$ cat src/rtl/tv_pkg.sv
`timescale 1ns/1ps
package tv_pkg;
  localparam int DATA_W = 16;
  localparam int HOUR_W = 5;
  localparam int MIN_W  = 6;
  localparam int SEC_W  = 6;
  localparam int DAY_W  = 5;
  localparam int ADDR_W = 2;

  typedef enum logic [ADDR_W-1:0] {
    REG_HM   = 2'd0,
    REG_SEC  = 2'd1,
    REG_DAY  = 2'd2,
    REG_RSVD = 2'd3
  } tv_reg_e;

  function automatic logic in_rng(input logic [7:0] v, input logic [7:0] lo,
                                  input logic [7:0] hi);
    return (v >= lo) && (v <= hi);
  endfunction
endpackage

$ cat src/rtl/tv_bin2bcd.sv
`timescale 1ns/1ps
module tv_bin2bcd #(
  parameter int W = 6
) (
  input  logic [W-1:0] bin_i,
  output logic [7:0]   bcd_o
);
  logic [7:0] v;
  always_comb begin
    v     = 8'(bin_i);
    bcd_o = {4'(v / 8'd10), 4'(v % 8'd10)};
  end
endmodule

$ cat src/rtl/tv_bcd2bin.sv
`timescale 1ns/1ps
module tv_bcd2bin #(
  parameter int W  = 6,
  parameter int LO = 0,
  parameter int HI = 59
) (
  input  logic [7:0]   bcd_i,
  output logic [W-1:0] bin_o,
  output logic         ok_o
);
  import tv_pkg::*;
  logic [7:0] val;
  logic       digits_ok;
  always_comb begin
    val       = {4'b0, bcd_i[7:4]} * 8'd10 + {4'b0, bcd_i[3:0]};
    digits_ok = (bcd_i[7:4] <= 4'd9) && (bcd_i[3:0] <= 4'd9);
    ok_o      = digits_ok && in_rng(val, 8'(LO), 8'(HI));
    bin_o     = val[W-1:0];
  end
endmodule

$ cat src/rtl/tv_rd_view.sv
`timescale 1ns/1ps
module tv_rd_view
  import tv_pkg::*;
(
  input  logic                  bcd_en_i,
  input  logic [ADDR_W-1:0]     rd_addr_i,
  input  logic [HOUR_W-1:0]     hour_i,
  input  logic [MIN_W-1:0]      min_i,
  input  logic [SEC_W-1:0]      sec_i,
  input  logic [DAY_W-1:0]      day_i,
  output logic [DATA_W-1:0]     rd_data_o
);
  localparam int BYTE_W = 8;

  logic [7:0] hour_bcd, min_bcd, sec_bcd, day_bcd;
  logic [DATA_W-1:0] hm_v, sec_v, day_v;

  tv_bin2bcd #(.W(HOUR_W)) u_hour (.bin_i(hour_i), .bcd_o(hour_bcd));
  tv_bin2bcd #(.W(MIN_W))  u_min  (.bin_i(min_i),  .bcd_o(min_bcd));
  tv_bin2bcd #(.W(SEC_W))  u_sec  (.bin_i(sec_i),  .bcd_o(sec_bcd));
  tv_bin2bcd #(.W(DAY_W))  u_day  (.bin_i(day_i),  .bcd_o(day_bcd));

  always_comb begin
    hm_v  = '0;
    sec_v = '0;
    day_v = '0;
    if (bcd_en_i) begin
      hm_v[BYTE_W +: BYTE_W] = hour_bcd;
      hm_v[0 +: BYTE_W]      = min_bcd;
      sec_v[0 +: BYTE_W]     = sec_bcd;
      day_v[0 +: BYTE_W]     = day_bcd;
    end else begin
      hm_v[BYTE_W +: HOUR_W] = hour_i;
      hm_v[0 +: MIN_W]       = min_i;
      sec_v[0 +: SEC_W]      = sec_i;
      day_v[0 +: DAY_W]      = day_i;
    end
  end

  always_comb begin
    unique case (tv_reg_e'(rd_addr_i))
      REG_HM:  rd_data_o = hm_v;
      REG_SEC: rd_data_o = sec_v;
      REG_DAY: rd_data_o = day_v;
      default: rd_data_o = '0;
    endcase
  end
endmodule

$ cat src/rtl/tv_wr_path.sv
`timescale 1ns/1ps
module tv_wr_path
  import tv_pkg::*;
#(
  parameter int HOUR_MAX = 23,
  parameter int MIN_MAX  = 59,
  parameter int SEC_MAX  = 59,
  parameter int DAY_MIN  = 1,
  parameter int DAY_MAX  = 31
) (
  input  logic                  clk_i,
  input  logic                  rst_ni,
  input  logic                  bcd_en_i,
  input  logic                  wr_en_i,
  input  logic [ADDR_W-1:0]     wr_addr_i,
  input  logic [DATA_W-1:0]     wr_data_i,
  output logic                  upd_hm_o,
  output logic                  upd_sec_o,
  output logic                  upd_day_o,
  output logic [HOUR_W-1:0]     new_hour_o,
  output logic [MIN_W-1:0]      new_min_o,
  output logic [SEC_W-1:0]      new_sec_o,
  output logic [DAY_W-1:0]      new_day_o
);
  localparam int BYTE_W = 8;

  // BCD decode of both bytes
  logic [HOUR_W-1:0] b_hour;
  logic [MIN_W-1:0]  b_min;
  logic [SEC_W-1:0]  b_sec;
  logic [DAY_W-1:0]  b_day;
  logic b_hour_ok, b_min_ok, b_sec_ok, b_day_ok;

  tv_bcd2bin #(.W(HOUR_W), .LO(0), .HI(HOUR_MAX)) u_hour (
    .bcd_i(wr_data_i[BYTE_W +: BYTE_W]), .bin_o(b_hour), .ok_o(b_hour_ok));
  tv_bcd2bin #(.W(MIN_W), .LO(0), .HI(MIN_MAX)) u_min (
    .bcd_i(wr_data_i[0 +: BYTE_W]), .bin_o(b_min), .ok_o(b_min_ok));
  tv_bcd2bin #(.W(SEC_W), .LO(0), .HI(SEC_MAX)) u_sec (
    .bcd_i(wr_data_i[0 +: BYTE_W]), .bin_o(b_sec), .ok_o(b_sec_ok));
  tv_bcd2bin #(.W(DAY_W), .LO(DAY_MIN), .HI(DAY_MAX)) u_day (
    .bcd_i(wr_data_i[0 +: BYTE_W]), .bin_o(b_day), .ok_o(b_day_ok));

  // binary field extraction, unused bits dropped
  logic [HOUR_W-1:0] n_hour;
  logic [MIN_W-1:0]  n_min;
  logic [SEC_W-1:0]  n_sec;
  logic [DAY_W-1:0]  n_day;
  logic n_hour_ok, n_min_ok, n_sec_ok, n_day_ok;

  always_comb begin
    n_hour    = wr_data_i[BYTE_W +: HOUR_W];
    n_min     = wr_data_i[0 +: MIN_W];
    n_sec     = wr_data_i[0 +: SEC_W];
    n_day     = wr_data_i[0 +: DAY_W];
    n_hour_ok = in_rng(8'(n_hour), 8'd0, 8'(HOUR_MAX));
    n_min_ok  = in_rng(8'(n_min), 8'd0, 8'(MIN_MAX));
    n_sec_ok  = in_rng(8'(n_sec), 8'd0, 8'(SEC_MAX));
    n_day_ok  = in_rng(8'(n_day), 8'(DAY_MIN), 8'(DAY_MAX));
  end

  logic [HOUR_W-1:0] s_hour;
  logic [MIN_W-1:0]  s_min;
  logic [SEC_W-1:0]  s_sec;
  logic [DAY_W-1:0]  s_day;
  logic acc_hm, acc_sec, acc_day;

  always_comb begin
    s_hour  = bcd_en_i ? b_hour : n_hour;
    s_min   = bcd_en_i ? b_min  : n_min;
    s_sec   = bcd_en_i ? b_sec  : n_sec;
    s_day   = bcd_en_i ? b_day  : n_day;
    acc_hm  = wr_en_i && (tv_reg_e'(wr_addr_i) == REG_HM) &&
              (bcd_en_i ? (b_hour_ok && b_min_ok) : (n_hour_ok && n_min_ok));
    acc_sec = wr_en_i && (tv_reg_e'(wr_addr_i) == REG_SEC) &&
              (bcd_en_i ? b_sec_ok : n_sec_ok);
    acc_day = wr_en_i && (tv_reg_e'(wr_addr_i) == REG_DAY) &&
              (bcd_en_i ? b_day_ok : n_day_ok);
  end

  always_ff @(posedge clk_i or negedge rst_ni) begin
    if (!rst_ni) begin
      upd_hm_o   <= 1'b0;
      upd_sec_o  <= 1'b0;
      upd_day_o  <= 1'b0;
      new_hour_o <= '0;
      new_min_o  <= '0;
      new_sec_o  <= '0;
      new_day_o  <= '0;
    end else begin
      upd_hm_o  <= acc_hm;
      upd_sec_o <= acc_sec;
      upd_day_o <= acc_day;
      if (acc_hm) begin
        new_hour_o <= s_hour;
        new_min_o  <= s_min;
      end
      if (acc_sec) new_sec_o <= s_sec;
      if (acc_day) new_day_o <= s_day;
    end
  end
endmodule

$ cat src/rtl/tv_bcd_view.sv
`timescale 1ns/1ps
module tv_bcd_view
  import tv_pkg::*;
(
  input  logic              clk_i,
  input  logic              rst_ni,
  input  logic              bcd_en_i,
  input  logic [1:0]        rd_addr_i,
  output logic [15:0]       rd_data_o,
  input  logic              wr_en_i,
  input  logic [1:0]        wr_addr_i,
  input  logic [15:0]       wr_data_i,
  input  logic [4:0]        hour_i,
  input  logic [5:0]        min_i,
  input  logic [5:0]        sec_i,
  input  logic [4:0]        day_i,
  output logic              upd_hm_o,
  output logic              upd_sec_o,
  output logic              upd_day_o,
  output logic [4:0]        new_hour_o,
  output logic [5:0]        new_min_o,
  output logic [5:0]        new_sec_o,
  output logic [4:0]        new_day_o
);
  tv_rd_view u_rd (
    .bcd_en_i (bcd_en_i),
    .rd_addr_i(rd_addr_i),
    .hour_i   (hour_i),
    .min_i    (min_i),
    .sec_i    (sec_i),
    .day_i    (day_i),
    .rd_data_o(rd_data_o)
  );

  tv_wr_path u_wr (
    .clk_i     (clk_i),
    .rst_ni    (rst_ni),
    .bcd_en_i  (bcd_en_i),
    .wr_en_i   (wr_en_i),
    .wr_addr_i (wr_addr_i),
    .wr_data_i (wr_data_i),
    .upd_hm_o  (upd_hm_o),
    .upd_sec_o (upd_sec_o),
    .upd_day_o (upd_day_o),
    .new_hour_o(new_hour_o),
    .new_min_o (new_min_o),
    .new_sec_o (new_sec_o),
    .new_day_o (new_day_o)
  );
endmodule

$ cat config.mk
export PLATFORM = sky130hd
export DESIGN_NAME = tv_bcd_view
export DESIGN_NICKNAME = d
export VERILOG_FILES = /design/src/rtl/tv_pkg.sv /design/src/rtl/tv_bin2bcd.sv /design/src/rtl/tv_bcd2bin.sv /design/src/rtl/tv_rd_view.sv /design/src/rtl/tv_wr_path.sv /design/src/rtl/tv_bcd_view.sv
export SDC_FILE = /design/constraint.sdc
export NUM_CORES = 1
export LEC_CHECK = 0
export BUFFER_PORTS_ARGS = -buffer_cell sky130_fd_sc_hd__clkbuf_2
export CAP_MARGIN = 20
export CORE_MARGIN = 1.5
export CORE_UTILIZATION = 35
export CTS_CLUSTER_DIAMETER = 30
export CTS_CLUSTER_SIZE = 16
export DETAILED_ROUTE_END_ITERATION = 7
export PLACE_DENSITY = 0.62
export SYNTH_ARGS = -nofsm -noshare
export SYNTH_HDL_FRONTEND = slang
export SYNTH_SLANG_ARGS = --single-unit
export TNS_END_PERCENT = 50
$ cat constraint.sdc
create_clock -name clk_i -period 2.9 [get_ports clk_i]
set_input_delay 0.29 -clock clk_i [delete_from_list [all_inputs] [get_ports clk_i]]
set_output_delay 0.29 -clock clk_i [all_outputs]
set_load 0.02 [all_outputs]
==> flow_summary.toml <==
[power]
share_comb_of_total_power_pct = 54.2
worst_ir_drop_vdd_mv = 0.304
clock_power_share_pct = 13.4
p_int_uw = 897
power.density_nw_per_um2 = 404
p_sw_uw = 647
p_leak_uw = 0.00174
p_total_uw = 1540
seqPwrFrac_pct = 32.4
power.share.switching_pct = 41.9

[synthesis]
synthCells = 390
ys_types = 70
avgSynthCellArea_um2 = 8.04
synth_fa_ha_area_share_pct = 10.5
synthTopCellsByCount = "34 x nor2_1, 33 x o21ai_0, 31 x a21oi_1, 27 x nand2_1, 25 x dfrtp_1"
synth_top_family_by_area = "compound AO/OA/AOI/OAI gates"
yosys.area.top_type = "dfrtp_1"
ys_ff_latch = 25
synth.area.top_cells = "dfrtp_1 20%, ha_1 8.0%, o21ai_0 5.3%"
synth_edf_count = 0
synthMuxAreaShare_pct = 9.70
synthFlopType = "dfrtp_1"
synth-compound-area-share_pct = 26.5
ys_seq_area_share_pct = 20.0
async_flop_share_pct = 100
syn_area_um2 = 3140
yosysMostFrequentCell = "nor2_1"
synth_xor_area_share_pct = 2.51
yosys.area_share.simple_pct = 23.5
synth_top_cell_area_share_pct = 20.0
yosysWarnings = 0

[clock_tree]
worstSkewPairLatency_ns = 0.26
cts_max_path_buffers = 2
h-tree-depth = 1
clock-root-buffer = "clkbuf_8"
cts_buffers = 3
cts_tree = "done"
post-cts-setup-buffers = 0
holdBufCountCts = 0
clk_transition_reported_paths_ns = 0.09
cts_num_sinks = 25
cts_resized = 0

[drt]
drt-initial-drc-count = 73
antenna_left = 0
finalWirelength_um = 8600
wl_per_cell_um = 14.7
vias = 3256
route.detailed.drc = 0
detail_route.first_pass.iterations = 5
avgViaCountPerCell = 5.56

[global_routing]
grt_first_pass_wirelength_um = 14500
grt_pass1_vias = 3172
grt_max_degree = 26
grt-ovfl-total = 0
grt_antenna_before_repair = 0
grtUsageTotal_pct = 18.0

[timing]
slew_violations = 0
timing.final.crit_share_pct = 96.4
min_period_ns = 2.79
tightestPinTransition_ns = 0.697
slew_headroom_pct = 53.5
hold_violations = 0
clock.fmax_mhz = 358
holdWs_ns = 0.0179
rsz0062_at_grt = "no"
worst_clock_skew_ns = 0
finalSetupViolCount = 0

[outcome]
status = "finished, final reports clean"

[die]
die_w_um = 97.7
dieArea_um2 = 9540
pin_count = 87
design.core.area_um2 = 8720
dieHeight_um = 97.7
initial_utilization_pct = 36.0
num_rows = 34

[setup_path]
crit_type = "in -> reg"
r2r-end = "u_wr.new_day_o[2]$_DFFE_PN0P_"
r2r_cells = 2
start_kind = "input pin"
cp_max_fo = 12
r2r_setup_slack_ns = 1.85
crit_end = "u_wr.new_hour_o[0]$_DFFE_PN0P_"
worstPathRequired_ns = 3.06
crit_start = "wr_data_i[5]"
arrival_ns = 2.95
reg2reg_from = "u_wr.new_day_o[2]$_DFFE_PN0P_"
endpoint_kind = "flip-flop"

[place]
io_buffers = 83
finalWeightedCongestion = 0.870
dpl.hpwl_um = 7030
place_area_um2 = 3760

[finish]
fin_util_pct = 43.9
fin_area_um2 = 3830
nNetsFinal = 549
multi_input_area_um2 = 2340
antenna_cells = 0
area_delta_synth_final_pct = 22.0
fillers = 922
register_area_um2 = 626
drive_gt1_share_pct = 31.6

[run]
drv_cap = 0

[hold_path]
worstHoldPathType = "in -> async"
-- placed cells by master (no fill, tap or decap), types with 3 or more instances in the layout --
master     count
nor2_1        34
o2111ai_1      4
a211o_1        3
nor4_1         5
nand3_1       12
nand2b_1       6
nor2b_1       18
xnor2_1        7
and2_1         4
o21ai_0       33
mux2_4        10
o21a_1         3
fa_1           4
a21o_1         3
conb_1         3
or4_1          3
ha_1          17
clkbuf_2      83
a31oi_1        7
mux2i_1        6
nand2_1       27
clkbuf_8       3
buf_4         22
mux2_2         9
a21oi_1       31
nor3_1         7
dfrtp_1       25
inv_1         21
nor3b_1        4
or3_1          5
-- state kept, by name (all words and copies together) (netlist names) --
| register | count |
|---|---|
| u_wr.new_day_o | 5 |
| u_wr.new_hour_o | 5 |
| u_wr.new_min_o | 6 |
| u_wr.new_sec_o | 6 |
| u_wr.upd_day_o | 1 |
| u_wr.upd_hm_o | 1 |
| u_wr.upd_sec_o | 1 |
-- power groups by stage --
stage	clock [uW]	sequential [uW]	combinational [uW]
3_3_place_gp	0	509	816
2_1_floorplan	0	606	441
4_1_cts	210	503	835
6_report	207	500	837
5_1_grt	225	512	918
3_5_place_dp	0	508	833
-- how the worst min path moves through the flow --
stage	start	end	slack [ns]
floorplan	rst_ni	u_wr.new_day_o[0]$_DFFE_PN0P_	-0.006
global placement	rst_ni	u_wr.new_day_o[0]$_DFFE_PN0P_	0.33
detailed placement	rst_ni	u_wr.new_day_o[0]$_DFFE_PN0P_	0.34
CTS	rst_ni	u_wr.new_day_o[0]$_DFFE_PN0P_	0.04
global route	rst_ni	u_wr.new_day_o[4]$_DFFE_PN0P_	0.09
finish	rst_ni	u_wr.new_sec_o[0]$_DFFE_PN0P_	0.02
-- final cells by class --
type	instances	area share, %
Multi-Input combinational cell	322	61.2
Sequential cell	25	16.4
Timing Repair Buffer	106	15.7
Tap cell	108	3.53
Inverter	21	2.06
Clock buffer	4	1.18
-- stage by stage --
stage / std cells / TNS (ns) / setup WS (ns)
after CTS: 586 / 0 / 0.0675
after global routing: 586 / 0 / 0.00486
final: 586 / 0 / 0.106
after global placement: 582 / -2.09 / -0.164
after detailed placement: 582 / -3.06 / -0.211
after floorplan: 392 / -0.687 / -0.0858
-- critical path, stage by stage --
cell	delay [ns]
clkbuf_2	0.11
ha_4	0.24
ha_4	0.16
fa_1	0.56
nand2_2	0.09
or4_4	0.44
a31oi_4	0.18
o211ai_4	0.11
o31ai_4	0.27
buf_12	0.19
mux2_4	0.30
-- routing by layer --
| metal | share of wire (%) | GRT usage (%) | vias to the layer above |
|---|---|---|---|
| met5 | 0 | 0 | - |
| met4 | 1.7 | 3.52 | 0 |
| met3 | 4.8 | 1.87 | 18 |
| met2 | 50 | 33.0 | 115 |
| met1 | 43 | 22.8 | 1525 |
| li1 | - | - | 1598 |
-- cell families after synthesis --
kind of cell,Yosys count
simple gates,141
compound gates,120
buf+inv,45
mux,25
flops,25
fa+ha+maj,24
xor+xnor,9
other cells,1
(Power assumes the default switching activity.)
